`src/rtl/xmem_pkg.sv`:
```
package xmem_pkg;
  typedef enum logic [2:0] {
    XS_IDLE = 3'd0,
    XS_ADDR = 3'd1,
    XS_STRB = 3'd2,
    XS_WAIT = 3'd3,
    XS_LAST = 3'd4
  } xs_state_e;

  localparam int CTL_W      = 2;
  localparam int CTL_EN_BIT = 1;
  localparam int CTL_WS_BIT = 0;
  localparam int STRB_RD    = 0;
  localparam int STRB_WR    = 1;
endpackage

```
`src/rtl/xmem_ctrl_reg.sv`:
```
module xmem_ctrl_reg
  import xmem_pkg::*;
(
  input  logic             clk,
  input  logic             rst_n,
  input  logic             we,
  input  logic [CTL_W-1:0] wdata,
  output logic [CTL_W-1:0] rdata,
  output logic             en,
  output logic             ws
);
  logic [CTL_W-1:0] ctl_q;

  always_ff @(posedge clk or negedge rst_n) begin
    if (!rst_n)  ctl_q <= '0;
    else if (we) ctl_q <= wdata;
  end

  assign rdata = ctl_q;
  assign en    = ctl_q[CTL_EN_BIT];
  assign ws    = ctl_q[CTL_WS_BIT];
endmodule

```
`src/rtl/xmem_seq.sv`:
```
module xmem_seq
  import xmem_pkg::*;
#(
  parameter int ADDR_W = 16,
  parameter int DATA_W = 8
) (
  input  logic              clk,
  input  logic              rst_n,
  input  logic              en,
  input  logic              ws,
  input  logic              req_valid,
  output logic              req_ready,
  input  logic              req_we,
  input  logic [ADDR_W-1:0] req_addr,
  input  logic [DATA_W-1:0] req_wdata,
  input  logic [DATA_W-1:0] lo_pin_i,
  output logic              rsp_valid,
  output logic [DATA_W-1:0] rsp_rdata,
  output logic              busy,
  output logic              ph_addr,
  output logic              ph_strb,
  output logic              wr_q,
  output logic [ADDR_W-1:0] addr_q,
  output logic [DATA_W-1:0] wdata_q
);
  xs_state_e state_q, state_d;
  logic      ws_q;
  logic      start;

  assign req_ready = (state_q == XS_IDLE);
  assign start     = req_valid && req_ready && en;

  always_comb begin
    state_d = state_q;
    unique case (state_q)
      XS_IDLE: if (start) state_d = XS_ADDR;
      XS_ADDR: state_d = XS_STRB;
      XS_STRB: state_d = ws_q ? XS_WAIT : XS_LAST;
      XS_WAIT: state_d = XS_LAST;
      XS_LAST: state_d = XS_IDLE;
      default: state_d = XS_IDLE;
    endcase
  end

  always_ff @(posedge clk or negedge rst_n) begin
    if (!rst_n) begin
      state_q <= XS_IDLE;
      ws_q    <= 1'b0;
      wr_q    <= 1'b0;
      addr_q  <= '0;
      wdata_q <= '0;
    end else begin
      state_q <= state_d;
      if (start) begin
        ws_q    <= ws;
        wr_q    <= req_we;
        addr_q  <= req_addr;
        wdata_q <= req_wdata;
      end
    end
  end

  always_ff @(posedge clk or negedge rst_n) begin
    if (!rst_n) begin
      rsp_valid <= 1'b0;
      rsp_rdata <= '0;
    end else begin
      rsp_valid <= (state_q == XS_LAST) && !wr_q;
      if ((state_q == XS_LAST) && !wr_q) rsp_rdata <= lo_pin_i;
    end
  end

  assign busy    = (state_q != XS_IDLE);
  assign ph_addr = (state_q == XS_ADDR);
  assign ph_strb = (state_q == XS_STRB) || (state_q == XS_WAIT) || (state_q == XS_LAST);
endmodule

```
`src/rtl/xmem_pin_mux.sv`:
```
module xmem_pin_mux
  import xmem_pkg::*;
#(
  parameter int ADDR_W = 16,
  parameter int DATA_W = 8
) (
  input  logic                     own,
  input  logic                     ph_addr,
  input  logic                     ph_strb,
  input  logic                     wr_q,
  input  logic [ADDR_W-1:0]        addr_q,
  input  logic [DATA_W-1:0]        wdata_q,
  input  logic [DATA_W-1:0]        lo_port_val,
  input  logic [DATA_W-1:0]        lo_port_dir,
  input  logic [ADDR_W-DATA_W-1:0] hi_port_val,
  input  logic [ADDR_W-DATA_W-1:0] hi_port_dir,
  input  logic [1:0]               strb_port_val,
  input  logic [1:0]               strb_port_dir,
  output logic [DATA_W-1:0]        lo_pin_o,
  output logic [DATA_W-1:0]        lo_pin_oe,
  output logic [ADDR_W-DATA_W-1:0] hi_pin_o,
  output logic [ADDR_W-DATA_W-1:0] hi_pin_oe,
  output logic [1:0]               strb_pin_o,
  output logic [1:0]               strb_pin_oe,
  output logic                     ale_pin_o
);
  localparam int HI_W = ADDR_W - DATA_W;

  logic lo_drive;
  logic rd_act;
  logic wr_act;

  assign lo_drive = ph_addr || (ph_strb && wr_q);
  assign rd_act   = ph_strb && !wr_q;
  assign wr_act   = ph_strb && wr_q;

  for (genvar b = 0; b < DATA_W; b++) begin : g_lo
    always_comb begin
      if (own) begin
        lo_pin_o[b]  = ph_addr ? addr_q[b] : wdata_q[b];
        lo_pin_oe[b] = lo_drive;
      end else begin
        lo_pin_o[b]  = lo_port_val[b];
        lo_pin_oe[b] = lo_port_dir[b];
      end
    end
  end

  for (genvar b = 0; b < HI_W; b++) begin : g_hi
    assign hi_pin_o[b]  = own ? addr_q[DATA_W+b] : hi_port_val[b];
    assign hi_pin_oe[b] = own ? 1'b1 : hi_port_dir[b];
  end

  always_comb begin
    if (own) begin
      strb_pin_o[STRB_RD] = !rd_act;
      strb_pin_o[STRB_WR] = !wr_act;
      strb_pin_oe         = 2'b11;
    end else begin
      strb_pin_o          = strb_port_val;
      strb_pin_oe         = strb_port_dir;
    end
  end

  assign ale_pin_o = ph_addr;
endmodule

```
`src/rtl/xmem_bus_if.sv`:
```
module xmem_bus_if
  import xmem_pkg::*;
#(
  parameter int ADDR_W = 16,
  parameter int DATA_W = 8
) (
  input  logic                     clk,
  input  logic                     rst_n,
  input  logic                     ctl_we,
  input  logic [1:0]               ctl_wdata,
  output logic [1:0]               ctl_rdata,
  input  logic                     req_valid,
  output logic                     req_ready,
  input  logic                     req_we,
  input  logic [ADDR_W-1:0]        req_addr,
  input  logic [DATA_W-1:0]        req_wdata,
  output logic                     rsp_valid,
  output logic [DATA_W-1:0]        rsp_rdata,
  output logic                     stall,
  input  logic [DATA_W-1:0]        lo_port_val,
  input  logic [DATA_W-1:0]        lo_port_dir,
  input  logic [ADDR_W-DATA_W-1:0] hi_port_val,
  input  logic [ADDR_W-DATA_W-1:0] hi_port_dir,
  input  logic [1:0]               strb_port_val,
  input  logic [1:0]               strb_port_dir,
  input  logic [DATA_W-1:0]        lo_pin_i,
  output logic [DATA_W-1:0]        lo_pin_o,
  output logic [DATA_W-1:0]        lo_pin_oe,
  output logic [ADDR_W-DATA_W-1:0] hi_pin_o,
  output logic [ADDR_W-DATA_W-1:0] hi_pin_oe,
  output logic [1:0]               strb_pin_o,
  output logic [1:0]               strb_pin_oe,
  output logic                     ale_pin_o
);
  logic              en, ws, busy;
  logic              ph_addr, ph_strb, wr_q;
  logic [ADDR_W-1:0] addr_q;
  logic [DATA_W-1:0] wdata_q;

  xmem_ctrl_reg u_ctl (
    .clk   (clk),
    .rst_n (rst_n),
    .we    (ctl_we),
    .wdata (ctl_wdata),
    .rdata (ctl_rdata),
    .en    (en),
    .ws    (ws)
  );

  xmem_seq #(.ADDR_W(ADDR_W), .DATA_W(DATA_W)) u_seq (
    .clk       (clk),
    .rst_n     (rst_n),
    .en        (en),
    .ws        (ws),
    .req_valid (req_valid),
    .req_ready (req_ready),
    .req_we    (req_we),
    .req_addr  (req_addr),
    .req_wdata (req_wdata),
    .lo_pin_i  (lo_pin_i),
    .rsp_valid (rsp_valid),
    .rsp_rdata (rsp_rdata),
    .busy      (busy),
    .ph_addr   (ph_addr),
    .ph_strb   (ph_strb),
    .wr_q      (wr_q),
    .addr_q    (addr_q),
    .wdata_q   (wdata_q)
  );

  xmem_pin_mux #(.ADDR_W(ADDR_W), .DATA_W(DATA_W)) u_mux (
    .own           (en || busy),
    .ph_addr       (ph_addr),
    .ph_strb       (ph_strb),
    .wr_q          (wr_q),
    .addr_q        (addr_q),
    .wdata_q       (wdata_q),
    .lo_port_val   (lo_port_val),
    .lo_port_dir   (lo_port_dir),
    .hi_port_val   (hi_port_val),
    .hi_port_dir   (hi_port_dir),
    .strb_port_val (strb_port_val),
    .strb_port_dir (strb_port_dir),
    .lo_pin_o      (lo_pin_o),
    .lo_pin_oe     (lo_pin_oe),
    .hi_pin_o      (hi_pin_o),
    .hi_pin_oe     (hi_pin_oe),
    .strb_pin_o    (strb_pin_o),
    .strb_pin_oe   (strb_pin_oe),
    .ale_pin_o     (ale_pin_o)
  );

  assign stall = busy;
endmodule

```
`config.mk`:
```
export PLATFORM = sky130hd
export DESIGN_NAME = xmem_bus_if
export DESIGN_NICKNAME = d
export VERILOG_FILES = /design/src/rtl/xmem_pkg.sv /design/src/rtl/xmem_ctrl_reg.sv /design/src/rtl/xmem_seq.sv /design/src/rtl/xmem_pin_mux.sv /design/src/rtl/xmem_bus_if.sv
export SDC_FILE = /design/constraint.sdc
export NUM_CORES = 1
export LEC_CHECK = 0
export BUFFER_PORTS_ARGS = -buffer_cell sky130_fd_sc_hd__buf_2
export CAP_MARGIN = 40
export CELL_PAD_IN_SITES_DETAIL_PLACEMENT = 1
export CELL_PAD_IN_SITES_GLOBAL_PLACEMENT = 2
export CORE_MARGIN = 2
export CORE_UTILIZATION = 27
export CTS_BUF_LIST = sky130_fd_sc_hd__clkbuf_4 sky130_fd_sc_hd__clkbuf_8
export DETAILED_ROUTE_END_ITERATION = 8
export PLACE_DENSITY = 0.9
export SYNTH_ARGS = -nofsm -noshare
export SYNTH_HDL_FRONTEND = slang
export SYNTH_SLANG_ARGS = --single-unit
```
`constraint.sdc`:
```
create_clock -name clk -period 3.7 [get_ports clk]
set_clock_uncertainty 0.2 [all_clocks]
set_input_delay 0.74 -clock clk [delete_from_list [all_inputs] [get_ports clk]]
set_output_delay 0.74 -clock clk [all_outputs]
set_load 0.005 [all_outputs]
```
==> results of run 1 <==
[cell usage after synthesis, drive strengths merged]
library cell	n	share of area (%)
clkbuf	2	0.37
or3	1	0.31
a21oi	2	0.49
mux2	44	25
inv	1	0.18
o21ai	1	0.24
nor4	1	0.31
nor2b	1	0.31
nor2	12	2.6
nor3b	1	0.37
nand4bb	1	0.55
or3b	1	0.43
a21o	8	2.9
nor4b	1	0.43
clkinv	1	0.18
dfrtp	40	49
o21a	2	0.73
mux2i	2	0.98
a31oi	8	2.4
or4	2	0.92
nand2b	1	0.31
nand2	18	3.3
or2	10	3.1
nor3	1	0.24
buf	12	4.6
[state kept, by name, summed over array words and instances, names as in the netlist]
signal and flops:
u_ctl.rdata 2, u_seq.addr_q 16, u_seq.rsp_rdata 8, u_seq.rsp_valid 1, u_seq.state_q 3, u_seq.wdata_q 8, u_seq.wr_q 1, u_seq.ws_q 1
[report_power, final]
part,internal [mW],total (mW),switching (mW)
logic,0.600,1.04,0.445
registers,0.643,0.780,0.137
clock network,0.131,0.286,0.155
total,1.37,2.11,0.737
[area by class of cell]
type	instances	area share, %
Clock inverter	3	0.667
Inverter	2	0.267
Multi-Input combinational cell	118	33.6
Sequential cell	40	35.6
Tap cell	99	4.40
Clock buffer	5	2.45
Timing Repair Buffer	126	23.0
[layer usage]
layer | GRT usage [%] | up-vias
li1 | - | 842
met1 | 14.0 | 827
met2 | 23.6 | 78
met3 | 5.15 | 5
met4 | 3.41 | 0
met5 | 0 | -
[worst paths after layout]
check | start | end | slack (ps) | depth (start not counted)
setup / recovery | u_seq.state_q[1]$_DFFE_PN0P_ | lo_pin_o[5] | 630 | 5
hold reg to reg | u_seq.wdata_q[7]$_DFFE_PN0P_ | u_seq.wdata_q[7]$_DFFE_PN0P_ | 300 | 1
hold / removal | rst_n | u_seq.wdata_q[0]$_DFFE_PN0P_ | 110 | 1
min in group clk | u_seq.wdata_q[7]$_DFFE_PN0P_ | u_seq.wdata_q[7]$_DFFE_PN0P_ | 300 | 1
setup reg to reg | u_seq.state_q[1]$_DFFE_PN0P_ | u_seq.addr_q[12]$_DFFE_PN0P_ | 1260 | 3
max in group asynchronous | rst_n | u_ctl.rdata[1]$_DFFE_PN0P_ | 2740 | 2
[worst max-delay path, cell delays in order (launching register included)]
cell	delay, ps
dfrtp_1	540
or3b_2	640
clkinv_1	220
nand2_1	100
a31oi_1	190
buf_2	140
[through the flow]
| step | hold WS (ps) | worst slack, ps | util [%] | std cells | power, mW |
|---|---|---|---|---|---|
| 6_report | 115 | 633 | 38.6 | 393 | 2.11 |
| 5_1_grt | 112 | 490 | 38.6 | 393 | 2.30 |
| 4_1_cts | 115 | 567 | 38.6 | 393 | 2.17 |
| 3_5_place_dp | 286 | 912 | 37.4 | 385 | 1.86 |
| 3_3_place_gp | 274 | 974 | 37.1 | 384 | 1.82 |
| 2_1_floorplan | 244 | 1190 | - | 174 | 1.46 |
[logic make-up (layout without fill, tap and decap cells)]
logic type | count (synthesis) | count (layout)
muxes | 46 | 46
AOI/OAI and AO/OA | 21 | 21
buffers and inverters | 16 | 136
DFF | 40 | 40
and+or+nand+nor | 51 | 51
==> impl_metrics.ini, run 1 <==
[status]
status = finished, final reports clean

[setup_path]
critical_path_class = flip-flop to primary output
required_ps = 2760
startpoint_type = flip-flop
end_kind = primary output
crit_fanout = 14
critical_path_arrival_ps = 2130

[floorplanning]
die_w_um = 91.1
die_height_um = 91.1
core.rowCount = 31
ioPinCount = 125
die_area_um2 = 8300
core-area_um2 = 7290
initial_core_util_pct = 28.1

[drt]
dr.pass1.iters = 4
drtIter0Drc = 35
drc = 0
vias_per_cell = 4.46
vias = 1752
wl_met3_um = 499
wire_per_inst_um = 13.5
highest_layer = met4
wl_met1_um = 2050
routed_wl_um = 5290
postRouteAntennaNets = 0
wl_met2_um = 2690

[finish]
nets = 368
seqCellArea_um2 = 1000
fin_area_um2 = 2810
fill_cells = 853
final_cell_mix = 124 x buf_2, 40 x dfrtp_1, 39 x mux2_2, 18 x nand2_1, 11 x nor2_1
multi_input_area_um2 = 945
layout-drive-gt1-share_pct = 65.0
synthToLayoutAreaGrowth_pct = 37.2
n_antenna_cell = 0
final_common_cell = buf_2

[grt]
grtUsageTotal_pct = 13.0
grt_pass1_wl_um = 8700
gr-total-overflow = 0
grt_antenna_before_repair = 0
grt_max_degree = 35
grt_pass1_vias = 1854

[place]
portBuffers = 124
dpl.hpwl_um = 4110
postPlaceCellArea_um2 = 2730
finalWeightedCongestion = 0.714

[synth]
syn_inst = 174
syn_area_um2 = 2050
synthSimpleGateAreaFrac_pct = 13.1
ys_types = 31
synth_top_family_by_area = multiplexers
synth_fa_ha_area_share_pct = 0
synth_compound_gate_area_share_pct = 6.84
synth_area_per_cell_um2 = 11.8
yosysSeqAreaShare_pct = 48.8
syn-num-nets = 249
synth-seq-cells = 40
synth.mux.area_fraction_pct = 25.9
ys_warn_count = 0
yosys.area_share.xor_xnor_pct = 0

[timing]
tightest_slew_ps = 780
relSlewSlack_pct = 47.8
fin_setup_tns_ps = 0
finalCritPeriodShare_pct = 82.9
final_max_slew_viol_count = 0
rsz0062_at_grt = false
hold_violations = 0
fmax_ghz = 0.326
finalCriticalPeriod_ps = 3070
finalSetupViolations = 0

[clock_tree]
numCtsBuffers = 5
clk_pin_slew_ps = 80
h-tree-depth = 2
hold_buffers = 0
cts_num_sinks = 40
clockBufferDepth = 2
post_cts_resized = 0
cts_setup_buffers = 0
cts_tree = yes
clk_latency_ps = 290
clock-root-buffer = clkbuf_8

[power]
power_density_nw_per_um2 = 751
p_leak_nw = 1.41
max-vdd-ir-drop_v = 0.000329

[run]
drv_cap = 0

[hold_path]
holdCritPathClass = primary input to asynchronous set/reset pin
(Power assumes the default switching activity.)
==> run 2, diff against run 1 <==
CORE_UTILIZATION = 25   (was 27)
PLACE_DENSITY = 0.84   (was 0.9)
clock period = 3.2 ns   (was 3.7 ns; I/O delays follow)
==> run 2 against run 1 <==
Compared with the run above: sequential power is 16% higher; flip-flop and latch count stayed put; final area is 1.5% higher; sequential share of layout area is 0.53 points lower; power is 21% higher; hold slack worse by 68 ps; final cell count is 1.8% higher; global-route usage is 0.49 points lower; count of clock-buffer cells in the layout stayed put; die area is 7.6% higher; first-iteration DRC count is 20% lower; non-clock buffer count is 1 higher; largest cell class unchanged; largest power group unchanged; highest routed layer unchanged.
==> impl_metrics.ini, run 2 (same netlist as run 1, synthesis figures left out) <==
[finish]
seqCellArea_um2 = 1000
fill_cells = 972
multi_input_area_um2 = 945
largest-register = u_seq.addr_q
synthToLayoutAreaGrowth_pct = 39.3
nets = 369
top_regs = u_seq.addr_q (16), u_seq.rsp_rdata (8), u_seq.wdata_q (8)
n_antenna_cell = 0
final_core_util_pct = 35.3
final_common_cell = buf_2
largest_reg_flops = 16
final_cell_mix = 124 x buf_2, 40 x dfrtp_1, 39 x mux2_2, 18 x nand2_1, 11 x nor2_1
layout-drive-gt1-share_pct = 65.1

[drt]
wl_met3_um = 584
vias = 1758
vias_per_cell = 4.40
wl_met1_um = 2050
drc = 0
wl_met2_um = 2720
wire_per_inst_um = 13.6
dr.pass1.iters = 4
routed_wl_um = 5430
drtIter0Drc = 28
postRouteAntennaNets = 0
highest_layer = met4

[floorplanning]
die_area_um2 = 8940
initial_core_util_pct = 25.3
die_w_um = 94.5
ioPinCount = 125
core.rowCount = 33
core-area_um2 = 8090
die_height_um = 94.5

[power]
switching_share_pct = 34.4
max-vdd-ir-drop_v = 0.000349
seq_power_share_pct = 35.4
p_comb_share_pct = 47.8
p_sw_mw = 0.879
p_leak_nw = 1.42
power_density_nw_per_um2 = 895
power_mw = 2.55
p_int_mw = 1.68
clkPwrFrac_pct = 16.8

[grt]
grt_antenna_before_repair = 0
grt_pass1_vias = 1886
grt_max_degree = 35
grt_pass1_wl_um = 8760
grtUsageTotal_pct = 12.5
gr-total-overflow = 0

[run]
drv_cap = 0

[clock_tree]
numCtsBuffers = 5
clk_latency_ps = 290
cts_num_sinks = 40
h-tree-depth = 2
hold_buffers = 0
cts_tree = yes
clock-root-buffer = clkbuf_8
cts_setup_buffers = 0
clockBufferDepth = 2
clk_pin_slew_ps = 80
post_cts_resized = 0

[setup_path]
crit_fanout = 14
crit_path_cell_trace = or3b_2 -> clkinv_1 -> nand2_1 -> a31oi_1 -> buf_2
critical_path_arrival_ps = 2140
required_ps = 2360
end_kind = primary output
startpoint_type = flip-flop
critPathMaxStageDelay_ps = 640
cp_slowest_cell = or3b_2
critical_path_class = flip-flop to primary output

[timing]
tightest_slew_ps = 531
finalCritPeriodShare_pct = 93.2
fin_setup_tns_ps = 0
relSlewSlack_pct = 64.4
rsz0062_at_grt = false
fmax_ghz = 0.335
final_max_slew_viol_count = 0
finalCriticalPeriod_ps = 2980
finalSetupViolations = 0
hold_violations = 0

[place]
dpl.hpwl_um = 4260
finalWeightedCongestion = 0.681
portBuffers = 124

[hold_path]
holdCritPathClass = primary input to asynchronous set/reset pin

[status]
status = finished, final reports clean
run 2: changes by cell type in the layout (fill, tap and decap cells not counted), sizes merged:
cell | before | now
bufinv | 0 | 1
inv | 1 | 2
buf | 126 | 127
clkinvlp | 0 | 1
clkinv | 4 | 1
run 2: layout make-up:
class | instances | area share (%)
Sequential cell | 40 | 35.1
Multi-Input combinational cell | 118 | 33.1
Tap cell | 105 | 4.60
Timing Repair Buffer | 127 | 23.0
Clock buffer | 5 | 2.41
Clock inverter | 3 | 1.62
Inverter | 2 | 0.263
run 2: metrics by stage:
step,cells,hold slack (ps),cell area (um^2),worst slack [ps]
after floorplan,174,144,2050,785
after global placement,391,268,2720,577
after detailed placement,392,278,2740,534
after CTS,400,44.7,2860,188
after global routing,400,59.7,2860,50.0
final,400,46.6,2860,218
run 2: worst max-delay path, delay by kind of cell, from the launching register on:
| family | cells | cell delay, ps |
|---|---|---|
| buf+inv | 2 | 370 |
| flops | 1 | 540 |
| compound gates | 1 | 200 |
| simple gates | 2 | 730 |
run 2: power groups by stage:
| stage | Sequential [mW] | Combinational (mW) | Clock (mW) |
|---|---|---|---|
| detailed placement | 0.919 | 1.25 | 0 |
| CTS | 0.909 | 1.26 | 0.453 |
| global route | 0.949 | 1.37 | 0.470 |
| finish | 0.904 | 1.22 | 0.430 |
| floorplan | 0.854 | 0.834 | 0 |
| global placement | 0.904 | 1.21 | 0 |
run 2: routing by layer:
metal	global-route usage, %	up-vias
met5	0	-
met4	3.74	0
met3	5.11	9
met2	22.0	79
met1	13.9	829
li1	-	841
run 2: final timing paths:
| kind | startpoint | to | slack (ps) | depth (start not counted) |
|---|---|---|---|---|
| hold reg to reg | u_seq.wdata_q[7]$_DFFE_PN0P_ | u_seq.wdata_q[7]$_DFFE_PN0P_ | 290 | 1 |
| setup reg to reg | u_seq.state_q[1]$_DFFE_PN0P_ | u_seq.wdata_q[2]$_DFFE_PN0P_ | 830 | 4 |
| setup / recovery | u_seq.state_q[1]$_DFFE_PN0P_ | lo_pin_o[1] | 220 | 5 |
| min in group clk | u_seq.wdata_q[7]$_DFFE_PN0P_ | u_seq.wdata_q[7]$_DFFE_PN0P_ | 290 | 1 |
| max in group asynchronous | rst_n | u_seq.state_q[2]$_DFFE_PN0P_ | 2300 | 2 |
| hold / removal | rst_n | u_seq.addr_q[0]$_DFFE_PN0P_ | 50 | 1 |
==> run 3, diff against run 2 <==
BUFFER_PORTS_ARGS = -buffer_cell sky130_fd_sc_hd__buf_4   (was -buffer_cell sky130_fd_sc_hd__buf_2)
TNS_END_PERCENT = 1   (was unset)
==> run 3 against run 2 <==
Compared with the run above: setup slack improved by 14 ps; combinational power rose by 18%; final area rose by 9.4%; die area did not move; non-clock buffer count fell by 1; final cell count fell by 0.50%; fmax rose by 0.48%; via count rose by 0.97%; largest cell class unchanged; largest power group unchanged.
==> impl_metrics.ini, run 3 (same netlist as run 1, synthesis figures left out) <==
[power]
max-vdd-ir-drop_v = 0.000331
power_mw = 2.66
power_density_nw_per_um2 = 852
p_leak_nw = 1.52

[timing]
fin_setup_tns_ps = 0
finalCritPeriodShare_pct = 92.8
finalSetupViolations = 0
relSlewSlack_pct = 59.2
rsz0062_at_grt = false
finalCriticalPeriod_ps = 2970
final_max_slew_viol_count = 0
fmax_ghz = 0.337
tightest_slew_ps = 608
hold_violations = 0
post-route-worst-setup-slack_ps = 232

[clock_tree]
post_cts_resized = 0
cts_setup_buffers = 0
clk_pin_slew_ps = 70
cts_num_sinks = 40
numCtsBuffers = 5
cts_tree = yes
hold_buffers = 0
clockBufferDepth = 2
h-tree-depth = 2
clk_latency_ps = 280
clock-root-buffer = clkbuf_8

[finish]
final_cell_mix = 125 x buf_4, 40 x dfrtp_1, 39 x mux2_2, 18 x nand2_1, 11 x nor2_1
fin_cells = 398
seqCellArea_um2 = 1000
synthToLayoutAreaGrowth_pct = 52.4
top_regs = u_seq.addr_q (16), u_seq.rsp_rdata (8), u_seq.wdata_q (8)
fill_cells = 970
nets = 368
final_core_util_pct = 38.6
final_common_cell = buf_4
layout-drive-gt1-share_pct = 64.8
n_antenna_cell = 0
largest_reg_flops = 16
multi_input_area_um2 = 945
largest-register = u_seq.addr_q

[setup_path]
startpoint_type = flip-flop
end_kind = primary output
cp-startpoint = u_seq.state_q[1]$_DFFE_PN0P_
reg2reg_from = u_seq.state_q[1]$_DFFE_PN0P_
ff2ff_path_depth = 4
ff2ff_setup_slack_ps = 890
crit_fanout = 14
critical_path_arrival_ps = 2130
timing.rr.end = u_seq.wr_q$_DFFE_PN0P_
required_ps = 2360
critical_path_class = flip-flop to primary output

[drt]
vias_per_cell = 4.46
drtIter0Drc = 31
routed_wl_um = 5520
dr.pass1.iters = 3
drc = 0
wire_per_inst_um = 13.9
vias = 1775
postRouteAntennaNets = 0

[floorplanning]
die_height_um = 94.5
initial_core_util_pct = 25.3
core-area_um2 = 8090
die_w_um = 94.5
die_area_um2 = 8940
core.rowCount = 33
ioPinCount = 125

[grt]
grt_pass1_wl_um = 8520
grt_antenna_before_repair = 0
grt_max_degree = 41
grtUsageTotal_pct = 12.1
gr-total-overflow = 0
grt_pass1_vias = 1793

[place]
finalWeightedCongestion = 0.711
dp_slack_ps = 532
portBuffers = 124
dpl.hpwl_um = 4300
placed_cells = 391

[hold_path]
holdCritPathClass = primary input to asynchronous set/reset pin

[status]
status = finished, final reports clean

[run]
drv_cap = 0
run 3: area by class of cell:
cell class | count | area share (%)
clock buffers | 6 | 2.44
clock inverters | 1 | 0.160
inverters | 2 | 0.240
multi-input cells | 118 | 30.2
flip-flops and latches | 40 | 32.0
well taps | 105 | 4.21
repair buffers | 126 | 30.7
run 3: per-layer routing:
layer  global-route usage [%]  wire, um  vias up
li1                         -         -      834
met1                     13.7      2090      857
met2                     20.8      2720       78
met5                        0         0        -
met4                     2.66        41        0
met3                     5.75       670        6
run 3: power by group:
group	internal (mW)	total [mW]	switching [mW]
combinational	0.900	1.44	0.538
clock	0.157	0.317	0.160
sequential	0.744	0.907	0.163
total	1.80	2.66	0.861
run 3: worst max-delay path by stage:
| stage | endpoint | cells past startpoint |
|---|---|---|
| 2_1_floorplan | hi_pin_o[0] | 5 |
| 3_3_place_gp | lo_pin_o[3] | 5 |
| 3_5_place_dp | lo_pin_o[3] | 5 |
| 4_1_cts | lo_pin_o[3] | 5 |
| 5_1_grt | lo_pin_o[3] | 5 |
| 6_report | lo_pin_o[3] | 5 |
run 3: stage by stage:
step	instance area (um^2)	hold WS, ps
global placement	3040	271
detailed placement	3040	276
finish	3120	125
floorplan	2050	144
CTS	3120	146
global route	3120	154
run 3: critical path, cell delays in order (launching register included):
cell,delay (ps)
dfrtp_1,540
or3b_2,650
clkinv_1,220
nand2_1,80
a31oi_1,210
buf_4,150
